## config.mk

```make
export PLATFORM = sky130hd
export DESIGN_NAME = dll_sar_lock_ctrl
export DESIGN_NICKNAME = d
export VERILOG_FILES = /design/src/rtl/dll_sar_pkg.sv /design/src/rtl/dll_next_step.sv /design/src/rtl/dll_loss_mon.sv /design/src/rtl/dll_sar_lock_ctrl.sv
export SDC_FILE = /design/constraint.sdc
export NUM_CORES = 1
export LEC_CHECK = 0
export BUFFER_PORTS_ARGS = -buffer_cell sky130_fd_sc_hd__buf_2
export CAP_MARGIN = 20
export CORE_MARGIN = 4
export CORE_UTILIZATION = 45
export DETAILED_ROUTE_END_ITERATION = 16
export GPL_TIMING_DRIVEN = 0
export PLACE_DENSITY = 0.66
export SYNTH_ARGS = -nofsm -noshare
export SYNTH_HDL_FRONTEND = slang
export SYNTH_SLANG_ARGS = --single-unit
```

## constraint.sdc

```tcl
create_clock -name clk_i -period 3 [get_ports clk_i]
set_input_delay 0.15 -clock clk_i [delete_from_list [all_inputs] [get_ports clk_i]]
set_output_delay 0.15 -clock clk_i [all_outputs]
set_load 0.01 [all_outputs]
```

## src/rtl/dll_sar_pkg.sv

```systemverilog
package dll_sar_pkg;
  typedef enum logic [1:0] {
    ST_DOUBLE = 2'b00,
    ST_BINARY = 2'b01,
    ST_LOCKED = 2'b10
  } dll_state_e;
endpackage

```

## src/rtl/dll_next_step.sv

```systemverilog
module dll_next_step
  import dll_sar_pkg::*;
#(
  parameter int CW = 12,
  localparam int IW = $clog2(CW)
) (
  input  dll_state_e    state_i,
  input  logic [CW-1:0] word_i,
  input  logic [IW-1:0] idx_i,
  input  logic          late_i,
  input  logic          loss_i,
  output dll_state_e    state_o,
  output logic [CW-1:0] word_o,
  output logic [IW-1:0] idx_o
);
  localparam logic [IW-1:0] TOP = IW'(CW - 1);
  localparam logic [CW-1:0] ONE = CW'(1);

  logic [CW-1:0] kept;

  always_comb begin
    state_o = state_i;
    word_o  = word_i;
    idx_o   = idx_i;
    kept    = late_i ? (word_i & ~(ONE << idx_i)) : word_i;
    unique case (state_i)
      ST_DOUBLE: begin
        if (late_i) begin
          if (idx_i == '0) begin
            word_o  = '0;
            state_o = ST_LOCKED;
          end else if (idx_i == IW'(1)) begin
            word_o  = ONE;
            state_o = ST_LOCKED;
          end else begin
            // previous bit is the MSB, try the one below it next
            word_o  = (ONE << (idx_i - IW'(1))) | (ONE << (idx_i - IW'(2)));
            idx_o   = idx_i - IW'(2);
            state_o = ST_BINARY;
          end
        end else if (idx_i == TOP) begin
          word_o  = (ONE << (CW - 1)) | (ONE << (CW - 2));
          idx_o   = IW'(CW - 2);
          state_o = ST_BINARY;
        end else begin
          word_o = word_i << 1;
          idx_o  = idx_i + IW'(1);
        end
      end
      ST_BINARY: begin
        if (idx_i == '0) begin
          word_o  = kept;
          state_o = ST_LOCKED;
        end else begin
          word_o = kept | (ONE << (idx_i - IW'(1)));
          idx_o  = idx_i - IW'(1);
        end
      end
      ST_LOCKED: begin
        if (loss_i) begin
          word_o  = ONE;
          idx_o   = '0;
          state_o = ST_DOUBLE;
        end
      end
      default: begin
        word_o  = ONE;
        idx_o   = '0;
        state_o = ST_DOUBLE;
      end
    endcase
  end
endmodule

```

## src/rtl/dll_loss_mon.sv

```systemverilog
module dll_loss_mon #(
  parameter int CNT_W = 6
) (
  input  logic             clk_i,
  input  logic             rst_ni,
  input  logic             active_i,
  input  logic             late_i,
  input  logic [CNT_W-1:0] thresh_i,
  output logic             loss_o
);
  logic [CNT_W-1:0] cnt_q;
  logic             prev_q;
  logic [CNT_W:0]   run_n;

  always_comb begin
    run_n  = (cnt_q != '0 && late_i == prev_q) ? {1'b0, cnt_q} + 1'b1 : (CNT_W+1)'(1);
    loss_o = active_i && (run_n >= {1'b0, thresh_i});
  end

  always_ff @(posedge clk_i or negedge rst_ni) begin
    if (!rst_ni) begin
      cnt_q  <= '0;
      prev_q <= 1'b0;
    end else begin
      prev_q <= late_i;
      if (!active_i || loss_o) cnt_q <= '0;
      else                     cnt_q <= run_n[CNT_W-1:0];
    end
  end


  run_below_thresh_chk: assert property (@(posedge clk_i) disable iff (!rst_ni)
    (active_i && thresh_i != '0 && $stable(thresh_i)) |-> (cnt_q < thresh_i));
endmodule

```

## src/rtl/dll_sar_lock_ctrl.sv

```systemverilog
module dll_sar_lock_ctrl
  import dll_sar_pkg::*;
#(
  parameter int CW    = 12,
  parameter int CNT_W = 6,
  localparam int IW   = $clog2(CW)
) (
  input  logic             clk_i,
  input  logic             rst_ni,
  input  logic             pd_late_i,
  input  logic [CNT_W-1:0] loss_thresh_i,
  output logic [CW-1:0]    ctrl_word_o,
  output logic             locked_o,
  output logic [1:0]       state_o
);
  dll_state_e    state_q, state_n;
  logic [CW-1:0] word_q, word_n;
  logic [IW-1:0] idx_q, idx_n;
  logic          locked_q;
  logic          loss;

  dll_loss_mon #(.CNT_W(CNT_W)) u_mon (
    .clk_i    (clk_i),
    .rst_ni   (rst_ni),
    .active_i (state_q == ST_LOCKED),
    .late_i   (pd_late_i),
    .thresh_i (loss_thresh_i),
    .loss_o   (loss)
  );

  dll_next_step #(.CW(CW)) u_step (
    .state_i (state_q),
    .word_i  (word_q),
    .idx_i   (idx_q),
    .late_i  (pd_late_i),
    .loss_i  (loss),
    .state_o (state_n),
    .word_o  (word_n),
    .idx_o   (idx_n)
  );

  always_ff @(posedge clk_i or negedge rst_ni) begin
    if (!rst_ni) begin
      state_q  <= ST_DOUBLE;
      word_q   <= CW'(1);
      idx_q    <= '0;
      locked_q <= 1'b0;
    end else begin
      state_q  <= state_n;
      word_q   <= word_n;
      idx_q    <= idx_n;
      locked_q <= (state_n == ST_LOCKED);
    end
  end

  assign ctrl_word_o = word_q;
  assign locked_o    = locked_q;
  assign state_o     = state_q;


  double_onehot_chk: assert property (@(posedge clk_i) disable iff (!rst_ni)
    (state_q == ST_DOUBLE) |-> ($countones(word_q) == 1));


  binary_upper_stable_chk: assert property (@(posedge clk_i) disable iff (!rst_ni)
    (state_q == ST_BINARY && $past(state_q) == ST_BINARY)
      |-> (((word_q ^ $past(word_q)) >> ($past(idx_q) + 1'b1)) == '0));


  binary_no_return_chk: assert property (@(posedge clk_i) disable iff (!rst_ni)
    (state_q == ST_BINARY) |=> (state_q != ST_DOUBLE));


  locked_state_chk: assert property (@(posedge clk_i) disable iff (!rst_ni)
    locked_o == (state_q == ST_LOCKED));


  restart_chk: assert property (@(posedge clk_i) disable iff (!rst_ni)
    loss |=> (state_q == ST_DOUBLE && word_q == CW'(1) && !locked_o));
endmodule

```

# Word level (Yosys, flattened, before mapping)

Index checks and enable logic that the tools add are counted.

Bits in registers: 26
Bits of input ports: 9
Output and inout bits: 15
Logic and storage cells: 60

Add/sub/neg operators: 4
Magnitude comparators: 1
Equal/unequal tests: 10
Shift operators: 3
Multiplexer cells: 24
Bitwise gates (word level): 4
Reduce and logical (&&, ||, !) cells: 8

Operator list:

| kind                 | number |
|---|---|
| $mux 12              | 7 |
| $pmux 12 s3          | 1 |
| $shl 1x4->12 const A | 3 |
| $mux 4               | 6 |
| $or 12x12->12        | 2 |
| $and 12x12->12       | 1 |
| $mux 2               | 6 |
| $not 12->12          | 1 |
| $pmux 4 s3           | 1 |
| $add 6x1->7 const B  | 1 |
| $ge 7x6->1           | 1 |
| $mux 7               | 1 |
| $mux 6               | 1 |
| $ne 3x3->1 const B   | 2 |
| $pmux 2 s3           | 1 |
| $reduce_bool 6->1    | 1 |
| $add 4x1->4 const B  | 1 |
| $eq 2x2->1 const B   | 2 |
| $eq 4x1->1 const B   | 1 |
| $eq 4x4->1 const B   | 1 |
| $logic_not 4->1      | 1 |
| $ne 2x2->1 const B   | 2 |
| $reduce_and 4->1     | 1 |
| $sub 4x1->4 const B  | 1 |
| other kinds (7)      | 8 |

# Longest topological paths before layout

Gate-level depths: netlist of the first run.

Depth after elaboration: 8
Gate-level depth with buffers: 13
Mapped depth without buffers: 12

# Hierarchy

Synthesis of the first run repeated with hierarchy kept, for this count alone.

Cells, all modules: 269
Area total of the unflattened synthesis: 2343.5 µm²

By module, submodules not included:

| module            | times used | cells an instance | area each (µm²) | sequential area each (µm²) |
|---|---|---|---|---|
| dll_next_step     | 1          | 188               | 1286.2          | 0.0 |
| dll_loss_mon      | 1          | 60                | 553.0           | 175.2 |
| dll_sar_lock_ctrl | 1          | 21                | 504.2           | 476.7 |

# Least setup slack after synthesis of the first run

OpenSTA, ideal clock, no wires.

Path kind: reg-to-reg
From: reg u_mon.cnt_q[0]
To: reg idx_q[1]
Library setup time: 125 ps
Arrival: 2791 ps
Required time: 2875 ps
Setup slack: 84 ps
Cell stages (with the launch flop): 13
Buffers on the path: 1
Clock period less this slack: 2916 ps
Path through: dfrtp_1 -> inv_1 -> ha_1 -> or4b_1 -> o21bai_2 -> nor2_1 -> ha_1 -> o2111ai_1 -> a21oi_1 -> or3_1 -> and3_1 -> buf_4 -> mux2_4

Longest elaborated chain between the ends: 7
Elaborated cells between the ends (all ways): 8
Classes of those cells: 1 x add/sub; 1 x order compare; 1 x eq/ne; 1 x mux; 4 x reduce/logical

RTL lines:

| what                                                                | line                    | text |
|---|---|---|
| start: declaration                                                  | dll_loss_mon.sv:11      | `logic [CNT_W-1:0] cnt_q;` |
| start signal: assignment                                            | dll_loss_mon.sv:27      | `else cnt_q <= run_n[CNT_W-1:0];` |
| parallel branches: the longest is 2 deep, another holds $add 6x1->7 | n/a                     |  |
| $mux 7 *                                                            | dll_loss_mon.sv:16      | `run_n = (cnt_q != '0 && late_i == prev_q) ? {1'b0, cnt_q} + 1'b1 : (CNT_W+1)'(1);` |
| $ge 7x6->1 *                                                        | dll_loss_mon.sv:17      | `loss_o = active_i && (run_n >= {1'b0, thresh_i});` |
| $logic_and 1x1->1 *                                                 | dll_loss_mon.sv:17      |  |
| $ne 2x2->1 (no line) *                                              | n/a                     |  |
| $reduce_and 4->1 (no line) *                                        | n/a                     |  |
| end signal: assignment                                              | dll_sar_lock_ctrl.sv:51 | `idx_q <= idx_n;` |
| end: declaration                                                    | dll_sar_lock_ctrl.sv:18 | `logic [IW-1:0] idx_q, idx_n;` |

Every way passes the cells marked *.
A chain may end at the register's enable or synchronous reset.

# Final worst setup path of the first run

From: reg u_mon.cnt_q[1]
To: reg idx_q[1]

The elaborated chain is that of the path after synthesis.

==> results.toml, run 1 <==
[power_and_ir_drop]
intPower_uw = 1268
p_seq_share_pct = 22.3
p_switching_uw = 1331
peakVddDrop_v = 0.0007321
power_frac_clock_pct = 9.1
cellPowerDensity_nw_per_um2 = 1042
p_leak_uw = 0.001130
power_frac_comb_pct = 68.6
switching_share_pct = 51.22

[detailed_routing]
drt_iter0_drc = 220
avgViaCountPerCell = 6.183
post-route-drc-count = 0
wire_per_inst_um = 17.80
routed_wirelength_um = 6231
first_pass_iters = 5
num_vias = 2164
ant_nets = 0

[grt]
track_usage_pct = 21.58
grt_pass1_wl_um = 10190
grt_remaining_overflow = 0
grt_pass1_vias = 2020
grt_antenna_before_repair = 0
grt_max_degree = 27

[synthesis]
yosysTopAreaCellShare_pct = 29.62
synth_area_per_cell_um2 = 8.061
synth_cell_type_count = 44
syn_nets = 292
netlist_top_cells_count = "dfrtp_1, nor2_1, a21oi_1"
synthSimpleGateAreaFrac_pct = 22.45
seq_area_frac_synth_pct = 30.86
synth-compound-area-share_pct = 23.05
syn-cell-area_um2 = 2112
synthXorXnorAreaFrac_pct = 3.732
yosysTopAreaCell = "dfrtp_1"
syn_inst = 262
synth_area_leaders = "dfrtp_1, ha_1, a21oi_1"
ys_warn_count = 0
synth_top_family_by_area = "compound AO/OA/AOI/OAI gates"
synthAdderAreaFrac_pct = 12.44
muxShareOfSynthArea_pct = 1.185
synth_ff_type = "dfrtp_1"
synth_edf_count = 0
yosysMostFrequentCell = "dfrtp_1"
postSynth.asyncResetShare_pct = 100.0
ys_ff_latch = 26

[final_layout]
stdcell_area_um2 = 2495
drive_above_1_share_pct = 21.81
nets = 329
fin_cells = 350
diodes = 0
fin_util_pct = 56.14
area_growth_pct = 18.13

[placed_design]
dp_cells = 337
portBuffers = 23
dp.final_hpwl_um = 4362
place_congestion = 0.9630
place_area_um2 = 2292

[clocking]
clkSinkCount = 26
htreeDepth = 1
clk_path_buf_depth = 2
cts_tree = "yes"
numCtsBuffers = 3
root_buffer = "clkbuf_8"
clk_pin_slew_worst_paths_ns = 0.10
insertion_delay_ns = 0.27

[setup_path]
cp.arrival_ns = 3.10
crit_fanout = 7
crit_path_end_kind = "flop"
critical_path_class = "flop to flop"
required_ns = 3.17
start_kind = "flop"

[sta]
finalSetupTns_ns = 0
worst_pin_slew_ns = 0.8124
fin_skew_ns = 0.002618
finalCriticalPeriod_ns = 2.930
hold_viol = 0
finalCritPeriodShare_pct = 97.65
rsz0062_at_grt = "true"
clock.fmax_ghz = 0.3413
slew_violations = 0
slew_headroom_pct = 45.64
finalSetupViolCount = 0

[die]
ios = 24
die_h_um = 76.51
initial_core_util_pct = 47.52
core_um2 = 4444
rows = 24
die_w_um = 76.51
die_area_um2 = 5854

[run_status]
outcome = "finished clean"

[flow_run]
cap_violations = 0

[min_path]
holdCritPathClass = "input port to flop"
worst paths after layout:
| kind | cells after the start | end | slack (ns) | from |
|---|---|---|---|---|
| max in group asynchronous | 2 | ctrl_word_o[6]$_DFFE_PN0P_ | 2.18 | rst_ni |
| setup reg to reg | 11 | idx_q[1]$_DFFE_PN0P_ | 0.07 | u_mon.cnt_q[1]$_DFF_PN0_ |
| min in group asynchronous | 2 | u_mon.cnt_q[4]$_DFF_PN0_ | 0.42 | rst_ni |
| hold reg to reg | 2 | ctrl_word_o[0]$_DFFE_PN1P_ | 0.53 | ctrl_word_o[0]$_DFFE_PN1P_ |
| setup / recovery | 11 | idx_q[1]$_DFFE_PN0P_ | 0.07 | u_mon.cnt_q[1]$_DFF_PN0_ |
| hold / removal | 1 | u_mon.prev_q$_DFF_PN0_ | 0.06 | pd_late_i |
sequential cells by signal, summed over array words and instances, names as in the netlist:
| register | flops |
|---|---|
| ctrl_word_o | 12 |
| idx_q | 4 |
| locked_o | 1 |
| state_o | 2 |
| u_mon.cnt_q | 6 |
| u_mon.prev_q | 1 |
per-layer routing:
metal  vias to the layer above  GRT usage [%]  wire length [um]
met4                         0          5.797                78
met5                         -              0                 0
met3                         8          4.374               586
li1                       1018              -                 -
met1                      1034          30.76              2848
met2                       104          33.04              2717
kinds of logic (layout without fill, tap and decap cells):
kind of cell               count (synthesis)  in the layout
AOI/OAI and AO/OA                         75             75
xor gates and xnor gates                   9              9
adders and majority gates                 21             21
buffers and inverters                     33             69
DFF                                       26             26
muxes                                      2              2
and+or+nand+nor                           96             96
through the flow:
step | worst slack [ns] | hold slack, ns | total power, uW
global placement | -0.4223 | 0.1855 | 2217
detailed placement | -0.3697 | 0.2022 | 2220
CTS | 0.01628 | 0.05753 | 2500
floorplan | 0.08361 | -0.1456 | 1750
global route | -0.03270 | 0.05333 | 2804
finish | 0.07041 | 0.06249 | 2599
final cells by class:
| type | instances | area (um2) |
|---|---|---|
| Clock buffer | 4 | 55.05 |
| Tap cell | 52 | 65.06 |
| Timing Repair Buffer | 33 | 200.2 |
| Sequential cell | 26 | 651.9 |
| Fill cell | 442 | 1949 |
| Inverter | 17 | 63.81 |
| Buffer | 15 | 66.31 |
| Multi-Input combinational cell | 203 | 1393 |
worst max-delay path: stages, from the launching register on:
cell and delay, ns:
dfrtp_1 0.41, inv_1 0.06, ha_1 0.14, or4b_4 0.47
o21bai_4 0.25, nor2_1 0.07, ha_1 0.31, o2111ai_2 0.18
a21oi_2 0.06, or3_4 0.39, and3_4 0.18, mux2_4 0.29
placed cells by master, fill, tap and decap left out, drive strengths merged, types with 3 or more instances in the layout:
cell type	n
buf	38
dfrtp	25
nor2	24
a21oi	23
nand2	21
ha	21
nand3	18
o21ai	17
inv	17
nor3	14
clkbuf	13
a221oi	7
a31oi	7
o311ai	6
xor2	5
xnor2	4
and2	4
nand2b	4
a311o	3
a21boi	3
power groups by stage:
stage / clock network, uW / logic [uW] / registers, uW
2_1_floorplan: 0 / 1150 / 604
3_3_place_gp: 0 / 1630 / 584
3_5_place_dp: 0 / 1630 / 590
4_1_cts: 244 / 1680 / 580
5_1_grt: 256 / 1950 / 599
6_report: 236 / 1780 / 580
what timing repair did:
item	4_1_cts	5_1_grt
hold buffers	1	0
setup buffers	3	6
gates resized for setup	10	14
setup endpoints to repair	18	14
pin swaps	5	7
gates cloned	0	0
hold endpoints to repair	25	0
No activity file was read; power rests on OpenSTA's default activity.
==> run 2: changes to the inputs <==
- CORE_UTILIZATION: 45 -> 40
- PLACE_DENSITY: 0.66 -> unset
==> results.toml, run 2 (same netlist as run 1, synthesis figures left out) <==
[clocking]
cts_tree = "yes"
numCtsBuffers = 3
clk_path_buf_depth = 2
root_buffer = "clkbuf_8"
clk_pin_slew_worst_paths_ns = 0.09
insertion_delay_ns = 0.28
clkSinkCount = 26
htreeDepth = 1

[sta]
fin_hold_ws_ns = 0.05976
hold_viol = 0
finalSetupViolCount = 0
fin_skew_ns = 0.005798
setup_ws_ns = 0.1026
slew_violations = 0
finalCriticalPeriod_ns = 2.897
finalSetupTns_ns = 0
clock.fmax_ghz = 0.3451
worst_pin_slew_ns = 0.7749
finalCritPeriodShare_pct = 96.58
slew_headroom_pct = 48.15

[flow_run]
cap_violations = 0

[final_layout]
layout_common_cells = "buf_2, dfrtp_1, nor2_1"
largest_reg_flops = 12
area_growth_pct = 16.94
final_common_cell = "buf_2"
drive_above_1_share_pct = 19.66
nets = 326
multi_input_area_um2 = 1385
fin_cells = 365
stdcell_area_um2 = 2470
diodes = 0
ff_latch_area_um2 = 651.9
nFillCells = 549

[die]
die_h_um = 80.67
rows = 26
die_w_um = 80.67
core_um2 = 5107
ios = 24
die_area_um2 = 6507
initial_core_util_pct = 41.35

[setup_path]
crit_path_end_kind = "flop"
cp.arrival_ns = 3.07
rr_endpoint = "idx_q[1]$_DFFE_PN0P_"
cp-startpoint = "u_mon.cnt_q[0]$_DFF_PN0_"
endpoint = "idx_q[1]$_DFFE_PN0P_"
critical_path_class = "flop to flop"
start_kind = "flop"
required_ns = 3.17
reg2reg_depth = 11
rrSetupSlack_ns = 0.10
crit_fanout = 7
reg2reg_from = "u_mon.cnt_q[0]$_DFF_PN0_"

[detailed_routing]
drt_iter0_drc = 181
num_vias = 2166
post-route-drc-count = 0
wire_per_inst_um = 17.60
ant_nets = 0
first_pass_iters = 5
routed_wirelength_um = 6423
avgViaCountPerCell = 5.934

[placed_design]
place_area_um2 = 2315
dp_cells = 355
dp.final_hpwl_um = 4518
place_congestion = 0.9642
pre_cts_slack_ns = -0.3947
portBuffers = 23

[power_and_ir_drop]
intPower_uw = 1218
p_seq_share_pct = 22.7
switching_share_pct = 52.54
p_leak_uw = 0.001100
power_frac_clock_pct = 8.5
p_switching_uw = 1349
cellPowerDensity_nw_per_um2 = 1039
peakVddDrop_v = 0.0004492
power_frac_comb_pct = 68.8

[grt]
grt_max_degree = 27
grt_antenna_before_repair = 0
grt_remaining_overflow = 0
track_usage_pct = 21.53
grt_pass1_vias = 2164
grt_pass1_wl_um = 10750

[run_status]
outcome = "finished clean"

[min_path]
holdCritPathClass = "input port to flop"
==> run 2: how the worst min path moves through the flow <==
stage / slack (ns) / cells after the start / start / endpoint
floorplan: -0.15 / 0 / rst_ni / ctrl_word_o[10]$_DFFE_PN0P_
global placement: 0.20 / 1 / rst_ni / u_mon.cnt_q[3]$_DFF_PN0_
detailed placement: 0.21 / 1 / rst_ni / u_mon.cnt_q[3]$_DFF_PN0_
CTS: 0.05 / 1 / pd_late_i / u_mon.prev_q$_DFF_PN0_
global route: 0.05 / 1 / pd_late_i / u_mon.prev_q$_DFF_PN0_
finish: 0.06 / 1 / pd_late_i / u_mon.prev_q$_DFF_PN0_
==> run 2: power by group through the flow <==
stage                     registers (uW)  logic (uW)  clock network, uW
after floorplan                      604        1150                  0
after global placement               585        1650                  0
after detailed placement             589        1660                  0
after CTS                            580        1690                224
after global routing                 599        1950                237
final                                581        1770                218
==> run 2: per-layer routing <==
layer | vias up | global-route usage, % | share of wire [%]
li1 | 1012 | - | -
met2 | 105 | 33.77 | 45
met4 | 0 | 8.446 | 1.8
met5 | - | 0 | 0
met1 | 1038 | 29.24 | 45
met3 | 11 | 3.700 | 8.4
==> run 2: stage by stage <==
| stage | util [%] | power [uW] |
|---|---|---|
| 2_1_floorplan | - | 1750 |
| 3_3_place_gp | 45.32 | 2237 |
| 3_5_place_dp | 45.32 | 2245 |
| 4_1_cts | 47.26 | 2490 |
| 5_1_grt | 48.36 | 2782 |
| 6_report | 48.36 | 2567 |
==> run 2: critical path, stage by stage, from the launching register on <==
cell and delay, ns:
dfrtp_1 0.40, inv_2 0.06, ha_1 0.15, or4b_4 0.47, o21bai_4 0.21, nor2_1 0.08
ha_1 0.30, o2111ai_2 0.22, a21oi_2 0.08, or3_4 0.34, and3_4 0.19, mux2_4 0.29
==> run 2: cell type report <==
type	instances	area share, %
Multi-Input combinational cell	203	56.08
Tap cell	70	3.546
Timing Repair Buffer	30	6.890
Inverter	17	2.584
Sequential cell	26	26.39
Buffer	15	2.685
Clock buffer	4	1.824
==> run 2: repair_timing <==
item | CTS | global route
endpoints found under the setup margin | 15 | 19
pin swaps | 6 | 3
hold buffers | 1 | 0
buffers inserted | 4 | 2
resized for setup | 7 | 11
endpoints found under the hold margin | 25 | 0
